[config.mk]
export PLATFORM = sky130hd
export DESIGN_NAME = serial_tx_dbuf
export DESIGN_NICKNAME = d
export VERILOG_FILES = /design/src/rtl/sertx_pkg.sv /design/src/rtl/sertx_tick_gen.sv /design/src/rtl/sertx_load_sync.sv /design/src/rtl/sertx_hold_buf.sv /design/src/rtl/sertx_shifter.sv /design/src/rtl/serial_tx_dbuf.sv
export SDC_FILE = /design/constraint.sdc
export NUM_CORES = 1
export LEC_CHECK = 0
export CELL_PAD_IN_SITES_DETAIL_PLACEMENT = 1
export CELL_PAD_IN_SITES_GLOBAL_PLACEMENT = 1
export CORE_MARGIN = 3
export CORE_UTILIZATION = 25
export CTS_CLUSTER_DIAMETER = 200
export CTS_CLUSTER_SIZE = 8
export DETAILED_ROUTE_END_ITERATION = 7
export GPL_TIMING_DRIVEN = 0
export PLACE_DENSITY = 0.52
export SYNTH_ARGS = -nofsm -noshare
export SYNTH_HDL_FRONTEND = slang
export SYNTH_HIERARCHICAL = 1
export SYNTH_SLANG_ARGS = --single-unit
[constraint.sdc]
create_clock -name clk -period 3.1 [get_ports clk]
set_input_delay 0.465 -clock clk [delete_from_list [all_inputs] [get_ports clk]]
set_output_delay 0.465 -clock clk [all_outputs]
set_load 0.01 [all_outputs]
[src/rtl/sertx_pkg.sv]
package sertx_pkg;
  localparam int CODE_W  = 7;
  localparam int DATA_W  = CODE_W + 1;
  localparam int FRAME_W = CODE_W + 3;
  localparam int BIT_CNT_W = $clog2(FRAME_W);

  function automatic logic even_parity(input logic [CODE_W-1:0] code);
    return ^code;
  endfunction

  // Frame as it leaves the line, element 0 first: start, code LSB first, parity, stop.
  function automatic logic [FRAME_W-1:0] build_frame(input logic [CODE_W-1:0] code);
    return {1'b1, even_parity(code), code, 1'b0};
  endfunction
endpackage

[src/rtl/sertx_tick_gen.sv]
module sertx_tick_gen #(
  parameter int DIV = 4
) (
  input  logic clk,
  input  logic rst_n,
  output logic tick
);
  generate
    if (DIV <= 1) begin : g_pass
      assign tick = 1'b1;
    end else begin : g_div
      localparam int CW = $clog2(DIV);
      logic [CW-1:0] cnt;
      always_ff @(posedge clk) begin
        if (!rst_n) cnt <= '0;
        else if (cnt == CW'(DIV - 1)) cnt <= '0;
        else cnt <= cnt + 1'b1;
      end
      assign tick = (cnt == CW'(DIV - 1));

      assert_tick_gap_R5: assert property (@(posedge clk) disable iff (!rst_n)
        tick |=> !tick);
    end
  endgenerate
endmodule

[src/rtl/sertx_load_sync.sv]
module sertx_load_sync (
  input  logic clk,
  input  logic rst_n,
  input  logic load_n,
  output logic load_evt
);
  logic meta_q, sync_q, prev_q;

  always_ff @(posedge clk) begin
    if (!rst_n) begin
      meta_q <= 1'b1;
      sync_q <= 1'b1;
      prev_q <= 1'b1;
    end else begin
      meta_q <= load_n;
      sync_q <= meta_q;
      prev_q <= sync_q;
    end
  end

  assign load_evt = prev_q & ~sync_q;

  assert_single_evt_R6: assert property (@(posedge clk) disable iff (!rst_n)
    load_evt |=> !load_evt);
endmodule

[src/rtl/sertx_hold_buf.sv]
module sertx_hold_buf
  import sertx_pkg::*;
(
  input  logic              clk,
  input  logic              rst_n,
  input  logic              load_evt,
  input  logic [CODE_W-1:0] din,
  input  logic              shift_busy,
  output logic              xfer,
  output logic [CODE_W-1:0] xfer_code,
  output logic              hold_empty
);
  logic              full_q;
  logic [CODE_W-1:0] code_q;

  assign xfer      = full_q & ~shift_busy;
  assign xfer_code = code_q;
  assign hold_empty = ~full_q;

  always_ff @(posedge clk) begin
    if (!rst_n) begin
      full_q <= 1'b0;
      code_q <= '0;
    end else if (load_evt) begin
      full_q <= 1'b1;
      code_q <= din;
    end else if (xfer) begin
      full_q <= 1'b0;
    end
  end

  assert_capture_R7: assert property (@(posedge clk) disable iff (!rst_n)
    load_evt |=> !hold_empty);
  assert_release_R8: assert property (@(posedge clk) disable iff (!rst_n)
    (xfer && !load_evt) |=> hold_empty);
endmodule

[src/rtl/sertx_shifter.sv]
module sertx_shifter
  import sertx_pkg::*;
#(
  parameter int OVS = 16
) (
  input  logic              clk,
  input  logic              rst_n,
  input  logic              tick,
  input  logic              xfer,
  input  logic [CODE_W-1:0] xfer_code,
  output logic              busy,
  output logic              bit_end,
  output logic              txd
);
  localparam int SUB_W = $clog2(OVS);

  logic [FRAME_W-1:0]   shreg;
  logic [SUB_W-1:0]     sub_cnt;
  logic [BIT_CNT_W-1:0] bit_cnt;
  logic                 last_bit;

  assign bit_end  = busy & tick & (sub_cnt == SUB_W'(OVS - 1));
  assign last_bit = (bit_cnt == BIT_CNT_W'(FRAME_W - 1));
  assign txd      = shreg[0];

  always_ff @(posedge clk) begin
    if (!rst_n) begin
      shreg   <= '1;
      sub_cnt <= '0;
      bit_cnt <= '0;
      busy    <= 1'b0;
    end else if (xfer) begin
      shreg   <= build_frame(xfer_code);
      sub_cnt <= '0;
      bit_cnt <= '0;
      busy    <= 1'b1;
    end else if (bit_end) begin
      sub_cnt <= '0;
      shreg   <= {1'b1, shreg[FRAME_W-1:1]};
      bit_cnt <= bit_cnt + 1'b1;
      if (last_bit) busy <= 1'b0;
    end else if (busy && tick) begin
      sub_cnt <= sub_cnt + 1'b1;
    end
  end

  assert_idle_mark_R1: assert property (@(posedge clk) disable iff (!rst_n)
    !busy |-> txd);
  assert_bit_hold_R3: assert property (@(posedge clk) disable iff (!rst_n)
    (busy && !$past(bit_end) && !$past(xfer)) |-> $stable(txd));
  assert_stop_mark_R5: assert property (@(posedge clk) disable iff (!rst_n)
    (busy && last_bit) |-> txd);
endmodule

[src/rtl/serial_tx_dbuf.sv]
module serial_tx_dbuf
  import sertx_pkg::*;
#(
  parameter int DIV = 4,
  parameter int OVS = 16
) (
  input  logic              clk,
  input  logic              rst_n,
  input  logic              load_n,
  input  logic [DATA_W-1:0] din,
  output logic              txd,
  output logic              hold_empty
);
  logic              tick, load_evt, xfer, shift_busy, bit_end;
  logic [CODE_W-1:0] xfer_code;
  logic              unused_din_msb;

  assign unused_din_msb = din[DATA_W-1];

  sertx_tick_gen #(.DIV(DIV)) u_tick (
    .clk(clk), .rst_n(rst_n), .tick(tick));

  sertx_load_sync u_sync (
    .clk(clk), .rst_n(rst_n), .load_n(load_n), .load_evt(load_evt));

  sertx_hold_buf u_hold (
    .clk(clk), .rst_n(rst_n), .load_evt(load_evt), .din(din[CODE_W-1:0]),
    .shift_busy(shift_busy), .xfer(xfer), .xfer_code(xfer_code),
    .hold_empty(hold_empty));

  sertx_shifter #(.OVS(OVS)) u_shift (
    .clk(clk), .rst_n(rst_n), .tick(tick), .xfer(xfer),
    .xfer_code(xfer_code), .busy(shift_busy), .bit_end(bit_end), .txd(txd));

  assert_start_space_R2: assert property (@(posedge clk) disable iff (!rst_n)
    xfer |=> !txd);
  assert_xfer_busy_R9: assert property (@(posedge clk) disable iff (!rst_n)
    xfer |=> shift_busy);
endmodule

== Word level (Yosys, flattened, before mapping) ==
Cells that the tools add are included.

* Bits in registers: 31
* Input port bits: 11
* Output and inout bits: 2
* Word-level logic and storage cells: 40

* Reductions and logical operators: 9
* Add/subtract/negate cells: 3
* Bitwise logic cells: 8
* Multiplexer cells: 7
* Eq/ne operators: 3

{| class="wikitable"
|+ Operators by type and width
! operator !! count
|-
| 9-bit two-way mux || 2
|-
| 4-bit by 1-bit adder with 4-bit output (second input constant) || 2
|-
| 4-bit == test (second input constant) || 2
|-
| 7-bit parity || 1
|-
| 2-bit nonzero test || 3
|-
| 1-bit two-way mux || 5
|-
| 1-bit AND || 4
|-
| 1-bit inverter || 4
|-
| 2-bit OR reduction || 2
|-
| 3-bit OR reduction || 1
|-
| 2-bit by 1-bit adder with 2-bit output (second input constant) || 1
|-
| 2-bit == test (second input constant) || 1
|-
| 2-bit AND reduction || 1
|-
| 1-bit logical AND || 1
|}

== Logic depth before layout (Yosys ltp) ==
Gate-level depths: netlist of run 1.

* Word-level depth: 5
* Gate-level depth with buffers: 7
* Depth with buffers taken out: 6

== Cells and area by module ==
The synthesis of run 1 kept the hierarchy.

{| class="wikitable"
|+ Modules (own cells, without submodules)
! module !! seq. area each (µm²) !! area each (µm²) !! cells each !! times used
|-
| sertx_shifter || 360.3 || 884.6 || 98 || 1
|-
| sertx_hold_buf || 160.2 || 304.0 || 27 || 1
|-
| sertx_load_sync || 60.1 || 85.1 || 7 || 1
|-
| sertx_tick_gen || 40.0 || 73.8 || 5 || 1
|}

== Worst setup path after synthesis of run 1 ==
OpenSTA, ideal clock, no wires.

* Path kind: flip-flop to flip-flop
* From: register u_tick.g_div.cnt[0]
* To: register u_shift.busy
* Data required time: 2.985 ns
* Stages on the path, launching flop included: 7
* Data arrival time: 1.402 ns
* Setup slack: 1.584 ns
* Setup time: 0.115 ns
* Buffers on the path: 1
* Period minus slack after synthesis: 1.516 ns
* Path through: dfxtp_1 -> ha_1 -> and4_1 -> buf_6 -> nand2_4 -> o31a_1 -> o21a_1

* Longest elaborated chain between the ends: 5

{| class="wikitable"
|+ RTL lines
! item !! RTL line !! RTL
|-
| from (decl) || sertx_tick_gen.sv:13 || <nowiki>logic [CW-1:0] cnt;</nowiki>
|-
| from (signal assigned) || sertx_tick_gen.sv:17 || <nowiki>else cnt <= cnt + 1'b1;</nowiki>
|-
| 2-bit == test || sertx_tick_gen.sv:19 || <nowiki>assign tick = (cnt == CW'(DIV - 1));</nowiki>
|-
| named net tick || serial_tx_dbuf.sv:14 || <nowiki>logic tick, load_evt, xfer, shift_busy, bit_end;</nowiki>
|-
| 1-bit AND (2 in series) || sertx_shifter.sv:22 || <nowiki>assign bit_end = busy & tick & (sub_cnt == SUB_W'(OVS - 1));</nowiki>
|-
| 2-bit nonzero test (no line) || -- ||
|-
| 2-bit AND reduction (no line) || -- ||
|-
| to (signal assigned) || sertx_shifter.sv:31 || <nowiki>busy <= 1'b0;</nowiki>
|-
| to (signal assigned) || sertx_shifter.sv:36 || <nowiki>busy <= 1'b1;</nowiki>
|-
| to (signal assigned) || sertx_shifter.sv:41 || <nowiki>if (last_bit) busy <= 1'b0;</nowiki>
|-
| to (decl) || sertx_shifter.sv:11 || <nowiki>output logic busy,</nowiki>
|}

The timed path passes the listed nets, and every way through them passes these cells.
A chain may end at the register's enable or synchronous reset.

== Final worst setup path of run 1 ==
* From: register u_tick.g_div.cnt[0]
* To: register u_shift.shreg[0]

* Longest elaborated chain between the ends: 4

{| class="wikitable"
|+ RTL lines
! item !! RTL line !! RTL
|-
| 2-bit == test || sertx_tick_gen.sv:19 ||
|-
| named net tick || serial_tx_dbuf.sv:14 ||
|-
| 1-bit AND (2 in series) || sertx_shifter.sv:22 ||
|-
| named net bit_end || serial_tx_dbuf.sv:14 ||
|-
| 2-bit nonzero test (no line) || -- ||
|-
| to (signal assigned) || sertx_shifter.sv:33 || <nowiki>shreg <= build_frame(xfer_code);</nowiki>
|-
| to (signal assigned) || sertx_shifter.sv:39 || <nowiki>shreg <= {1'b1, shreg[FRAME_W-1:1]};</nowiki>
|-
| to (decl) || sertx_shifter.sv:17 || <nowiki>logic [FRAME_W-1:0] shreg;</nowiki>
|}

The timed path passes the listed nets, and every way through them passes these cells.

==> results by stage, run 1 <==
Outcome:
- The run finished with clean final reports.

Detailed routing:
- In the final routed layout, each cell accounts on average for 12.4 um.
- For this block, the initial DRC count from the detailed router was 39.
- The post-route met1 wirelength is 1350 um.
- In the routed layout, each cell is associated on average with a via count of about 4.4.
- The post-detailed-route DRC marker count is 0.
- After detailed routing, the met2 layer carries roughly 1300 um of wire.
- The number of iterations in the first detailed-routing pass is 2.
- Signal routing reaches up to met4.
- The final layout contains routed wiring with a total length of 2800 um.
- The number of nets with antenna violations after detailed routing is 0.
- The routed design uses between 100 and 150 um of met3 wire.
- Detailed routing inserted a total of 992 vias.

STA:
- The shortest clock period the worst path allows after layout is 1710 ps.
- The number of endpoints with negative hold slack in the final report is 0.
- The count of pins over their slew limit is 0.
- The final critical-path share of the clock period is 55.2%.
- Setup repair after global routing left no endpoint under its margin.
- For the final routed database, the setup TNS stands at 0 ps.
- The setup clock skew after layout is 6.54 ps.
- The hold slack is 413 ps.
- The final worst-path setup slack is 1390 ps.
- The worst slew margin relative to its limit is 65.8%.
- For this run, the top clock speed supported by timing is 584 MHz.
- The total of endpoints with negative setup slack in the final report is 0.
- The actual slew at the worst max-slew pin is 511 ps.

Logic synthesis:
- The primary flip-flop cell chosen by synthesis mapping is dfxtp_1.
- Yosys mapped a number of flops with a built-in enable equal to 0.
- The share of synthesized area in the top cell type comes to 46.1%.
- The synthesized netlist occupies a cell area of 1350 um^2.
- Synthesis inferred 31 register bits.
- The cell with the most instances after synthesis is dfxtp_1.
- The cell taking the most area after synthesis is dfxtp_1.
- The count of cell types in the netlist is 29.
- After synthesis, the cell types taking the most area are dfxtp_1 46%, nor2b_1 7.4%, mux2i_1 6.7%.
- The commonest cells after synthesis are 31 x dfxtp_1, 16 x nor2b_1, 9 x mux2i_1, 9 x o21ai_0.
- The mean post-synth cell area is 9.84 um^2.
- The cell count after synthesis came out at 137.
- The number of warning messages in the yosys log is 6.
- After synthesis, the share of flip-flops with an asynchronous set or reset is 0%.
- When the netlist entered floorplanning its net count stood at approximately 150.
- The share of the Yosys chip area taken by registers is 46.1%.

Cells and area:
- The post-layout instance count excluding filler cells is 226.
- The area growth from synthesis to layout is 22.1%.
- The filler cell count is 612.
- At the end of the flow, the number of nets in the layout was 170.
- Of the cells placed in the final design, the portion with a size suffix greater than 1 is under 10%.
- The number of antenna diodes in the final layout is 0.

Clock tree:
- Once the clock tree was built, the setup fixing pass inserted 0 buffers.
- Post-CTS repair changed the size of 0 cells.
- The total number of H-tree levels is 2.
- Clock-pin slew was measured on the worst setup and hold paths at 60 ps.
- For this design, the CTS-stage hold fixing added 0 buffers.
- The TritonCTS clock tree is built.
- The TritonCTS buffer count is 5.
- The root buffer cell chosen for the clock tree is clkbuf_8.
- CTS saw 31 sinks.
- No sink is reached through more buffers than the 2 on the longest clock path.
- The clock latency on the worst-skew pair is 280 ps.

Floorplan:
- In this run the core area contains 26 standard-cell rows.
- For this configuration, the core starts out at a cell density of 26.1%.
- The die covers 6310 um^2.
- The vertical extent of the die is 79.4 um.
- The number of top-level pins is 13.
- The core region area is 5170 um^2.
- The chip width is 79.4 um.

Setup path:
- The maximum cell stage delay along the critical path is 350 ps.
- Among all stages on the critical path, the largest delay is contributed by dfxtp_1.
- Together, buffers and inverters on the worst path number 2.
- The launching element type of the critical path is a flip-flop.
- The maximum fanout count along the critical path is 10.
- The data arrival time at the worst-slack endpoint is 1850 ps.
- STA classifies the critical path endpoint as a flip-flop.
- Walking the worst path, the cells encountered are ha_1 -> and4_1 -> buf_6 -> nand2_4 -> inv_2 -> mux2i_1 -> o21ai_0.
- The required time of the critical path is ~3200 ps.
- The critical path in this run is classified as flip-flop to flip-flop.
- The family with the most delay on the worst path is flip-flops.

Worst hold path:
- In this run the worst hold path is classified as flip-flop to flip-flop.

Pwr:
- The static leakage power is 0.635 nW.
- The total power density per cell area is 499 nW/um^2.
- Across the VDD grid, the largest voltage drop is 0.000260 V.

Global routing:
- The via count of the first global-routing pass is 1,060.
- The first global-routing pass estimated 4840 um of wire.
- The initial antenna violation count came to 0.
- Entering global routing, the biggest net connects 17 pins.
- The all-layer global routing usage is 10.0%.
- Global routing finished with a remaining overflow of 0.

Flow run:
- Across the run, the number of max-cap violations was 0.

Placed design:
- Before CTS, the worst setup slack after placement is 1130 ps.
- The post-detailed-placement half-perimeter wirelength is 2000 um.
- Routability-driven placement finished with a final weighted congestion of 0.696.
- After detailed placement, the design holds a cell count of 218.
- The number of buffers inserted by port buffering is 11.
per-layer routing:
metal / up-vias / GRT usage (%)
met1: 475 / 11.5
li1: 503 / -
met4: 0 / 4.64
met5: - / 0
met3: 2 / 3.50
met2: 12 / 16.7
sequential cells by signal, indices dropped and copies added (netlist names):
signal / flops
u_tick/g_div.cnt: 2
u_sync/sync_q: 1
u_sync/meta_q: 1
u_hold/full_q: 1
u_shift/shreg: 9
u_shift/busy: 1
u_shift/bit_cnt: 4
u_hold/xfer_code: 7
u_sync/prev_q: 1
u_shift/sub_cnt: 4
cells in the final DEF (no fill, tap or decap), types with 5 or more instances in the layout:
cell type         n
clkbuf_1          6
and3_1            5
o21ai_0           9
clkbuf_8          7
mux2i_1           9
a21oi_1           6
nor2_1            6
nor2b_1          16
a211oi_1          5
xnor2_1           6
xor2_1            5
clkdlybuf4s50_1  11
dfxtp_1          31
final cells by class:
class,count,area (um^2),share of cell area (%)
multi-input combinational,96,674,41.0
sequential,31,621,37.7
timing repair buffer,11,110,6.69
clock buffer,8,100,6.08
tap,70,87.6,5.32
buffer,7,41.3,2.51
inverter,3,11.3,0.684
through the flow:
step           cell area, um^2  total power [mW]  util (%)
2_1_floorplan             1350             0.463         -
3_3_place_gp              1550             0.486      29.9
3_5_place_dp              1550             0.488      29.9
4_1_cts                   1650             0.844      31.8
5_1_grt                   1650             0.871      31.8
6_report                  1650             0.821      31.8
path summary, 6_finish.rpt:
kind	slack, ps	startpoint	depth (start not counted)	end
worst max-delay path	1390	u_tick/g_div.cnt[0]	7	u_shift/shreg[0]
worst min-delay path	410	u_sync/meta_q	1	u_sync/sync_q
worst max register to register	1390	u_tick/g_div.cnt[0]	7	u_shift/shreg[0]
worst min register to register	410	u_sync/meta_q	1	u_sync/sync_q
power by group:
group | internal, mW | total, mW | switching (mW) | leakage, nW
Sequential | 0.412 | 0.420 | 0.00843 | 0.252
Combinational | 0.0339 | 0.0576 | 0.0238 | 0.331
Clock | 0.202 | 0.343 | 0.141 | 0.0515
cell families after synthesis:
logic type	Yosys count	synth area share [%]
simple gates	46	20.5
buf+inv	10	3.90
mux	9	6.69
xor+xnor	11	7.15
compound gates	26	12.0
flops	31	46.1
fa+ha+maj	4	3.71
Note: power is estimated with default switching activity, not from simulation.
==> run 2, diff against run 1 <==
Clock period 3.1 ns to 1.7 ns, I/O delays scaled along.
==> run 2 against run 1 <==
Against the previous run:
- power up 83%
- combinational power up 88%
- sequential cell count unchanged
- clock skew about the same
- final cell count unchanged
- clock power up 83%
- non-clock buffer count unchanged
- largest power group unchanged
- fmax up 6.8%
- wire length down 1.1%
==> results by stage, run 2 (synthesis gave the netlist of run 1 again) <==
Outcome:
- The flow ran to the end, and the final reports show no timing, DRC or antenna violations.

Clock tree:
- TritonCTS built the clock tree.
- The sink count of the clock tree is 31 (unchanged).
- The TritonCTS buffer count is 5 (unchanged).
- The cell sitting at the root of the clock tree is a clkbuf_8.
- The count of hold-fix buffers inserted at cts is 0 (unchanged).
- The total number of H-tree levels was 2 (unchanged).
- The clock latency on the worst-skew pair came to 280 ps (about the same).
- The number of gates resized after CTS is 2 (+2).
- The largest buffer count on any clock path came to 2 (unchanged).
- The clock slew seen by the registers of the worst setup and hold paths was 70 ps (about the same).
- The number of buffers added for setup after CTS was 0 (unchanged).

STA:
- The total of endpoints with negative setup slack in the final report was 0 (unchanged).
- The final critical-path share of the clock period is 94.3% (+39 points).
- The setup clock skew after layout was 6.84 ps (+0.304 ps).
- Setup repair after global routing left no endpoint under its margin.
- The worst slew margin relative to its limit is 66.0% (+0.21 points).
- The maximum achievable frequency came to 624 MHz (+6.8%).
- The shortest clock period the worst path allows after layout is 1600 ps (-110 ps).
- The final worst-path setup slack is 97.3 ps (-1290 ps).
- The count of pins over their slew limit is 0 (unchanged).
- The number of endpoints with negative hold slack in the final report is 0 (unchanged).
- The actual slew at the worst max-slew pin is 508 ps (-3.12 ps).
- The total negative setup slack is 0 ps (unchanged).

Cells and area:
- The register with the most flip-flops is u_shift/shreg.
- The number of nets in the layout is 170 (unchanged).
- The library cell used most frequently in the layout, excluding fill and tap cells, is dfxtp_1.
- In the layout the commonest cells are 28 x dfxtp_1, 16 x nor2b_1, 11 x clkdlybuf4s50_1.
- The post-layout utilization of the core is 32.3% (+0.48 points).
- The area growth from synthesis to layout is 24.0%.
- The flip-flop count of the largest register after layout is 9 (unchanged).
- The number of diodes is 0 (unchanged).
- The proportion of layout cells with a drive suffix above 1 is 13.5% (+3.8 points).

Setup path:
- The logic depth of the worst register-to-register path is 6 (-1).
- The destination of the worst register-to-register timing path is u_shift/busy.
- In this run the critical register-to-register path is launched from u_shift/sub_cnt[0].
- The type of element capturing the critical path is a flip-flop.
- In this run the worst setup path terminates at u_shift/busy.
- The most critical setup path has its startpoint at u_shift/sub_cnt[0].
- The data arrival time at the worst-slack endpoint was 1780 ps (-70 ps).
- The launching element type of the critical path is a flip-flop.
- The maximum fanout count along the critical path is 10 (unchanged).
- The worst-case register-to-register setup slack is 100 ps (-1290 ps).
- The required time of the critical path came to 1870 ps (-1370 ps).
- The worst setup path is of the flip-flop to flip-flop kind.

Pwr:
- The total power density per cell area is 902 nW/um^2 (+81%).
- The static leakage power is 0.634 nW (-0.22%).
- The worst-case vdd ir drop is 0.000474 V (+82%).

Placed design:
- The post-detailed-placement half-perimeter wirelength was 2000 um (unchanged).
- The setup slack after placement is -61.2 ps (-1190 ps).
- The final weighted congestion in routability-driven placement was 0.696 (unchanged).
- The number of buffers inserted by port buffering was 11 (unchanged).

Floorplan:
- The vertical extent of the die is 79.4 um (unchanged).
- The core region area is 5170 um^2 (unchanged).
- The number of top-level pins is 13 (unchanged).
- The starting density of the core is 26.1% (unchanged).
- The die outline area came to 6310 um^2 (unchanged).
- The chip width is 79.4 um (unchanged).
- The cell row count is 26 (unchanged).

Global routing:
- The initial antenna violation count came to 0 (unchanged).
- The total global routing overflow is 0 (unchanged).
- The all-layer global routing usage is 10.0% (unchanged).
- The via count of the first global-routing pass is 1,060 (unchanged).
- The maximum number of pins on one net before global-route repair is 17 (unchanged).
- The global-route wire length before repair is 4840 um (unchanged).

Detailed routing:
- The number of nets with antenna violations after detailed routing is 0 (unchanged).
- The routed wire length is 2770 um (-1.1%).
- The count of routing violations after the opening detailed-route iteration is 47 (+21%).
- The routed wirelength normalized by instance count came to 12.3 um (-1.1%).
- The via total after detailed routing is 996 (+0.40%).
- The post-detailed-route DRC marker count is 0 (unchanged).
- The via-per-instance ratio was 4.41 (+0.40%).
- The number of iterations in the first detailed-routing pass is 2 (unchanged).

Worst hold path:
- The cell depth of the worst min-delay path is 1 (unchanged).
- The min-delay analysis places its worst path in the category flip-flop to flip-flop.

Flow run:
- The max-cap violation count is 0 (unchanged).
## run 2: changes by cell type in the layout (fill, tap and decap cells not counted)
cell,previous run,this run
ha_4,0,1
clkbuf_1,6,5
inv_6,0,1
clkbuf_2,0,1
ha_2,0,1
dfxtp_2,0,3
dfxtp_1,31,28
inv_2,1,0
ha_1,4,2
## run 2: worst min-delay path by stage
stage | from | endpoint | slack, ps
final | u_sync/meta_q | u_sync/sync_q | 410
after floorplan | rst_n | u_sync/prev_q | 330
after CTS | u_sync/meta_q | u_sync/sync_q | 420
after global routing | u_sync/meta_q | u_sync/sync_q | 430
after detailed placement | u_sync/meta_q | u_sync/sync_q | 410
after global placement | u_sync/meta_q | u_sync/sync_q | 400
## run 2: cell type report
| cell class | count | area [um^2] |
|---|---|---|
| plain buffers | 7 | 42.5 |
| clock buffers | 8 | 100 |
| multi-input cells | 96 | 689 |
| flip-flops and latches | 31 | 624 |
| fillers | 609 | 3500 |
| well taps | 70 | 87.6 |
| repair buffers | 11 | 110 |
| inverters | 3 | 16.3 |
## run 2: where the power goes
part,total [mW],internal (mW),switching [mW]
clock,0.629,0.369,0.260
sequential,0.770,0.752,0.0178
combinational,0.108,0.0646,0.0431
total,1.51,1.19,0.321
## run 2: worst max-delay path, stage by stage (launching register included)
cell and delay (ps):
dfxtp_2 370, ha_2 200, and4_1 210, buf_6 150, nand2_4 110, o31a_1 300, o21a_1 160
## run 2: metrics by stage
step / power [mW] / hold slack, ps / area, um^2 / std cells
floorplan: 0.845 / 328 / 1350 / 137
detailed placement: 0.890 / 408 / 1550 / 218
finish: 1.51 / 413 / 1670 / 226
CTS: 1.54 / 419 / 1650 / 226
global placement: 0.886 / 402 / 1550 / 218
global route: 1.60 / 433 / 1670 / 226
## run 2: per-layer routing
metal	track usage, %	part of all wire [%]	vias up
li1	-	-	508
met2	16.7	47	14
met3	3.50	3.9	4
met4	4.64	1.6	0
met1	11.5	48	470
met5	0	0	-
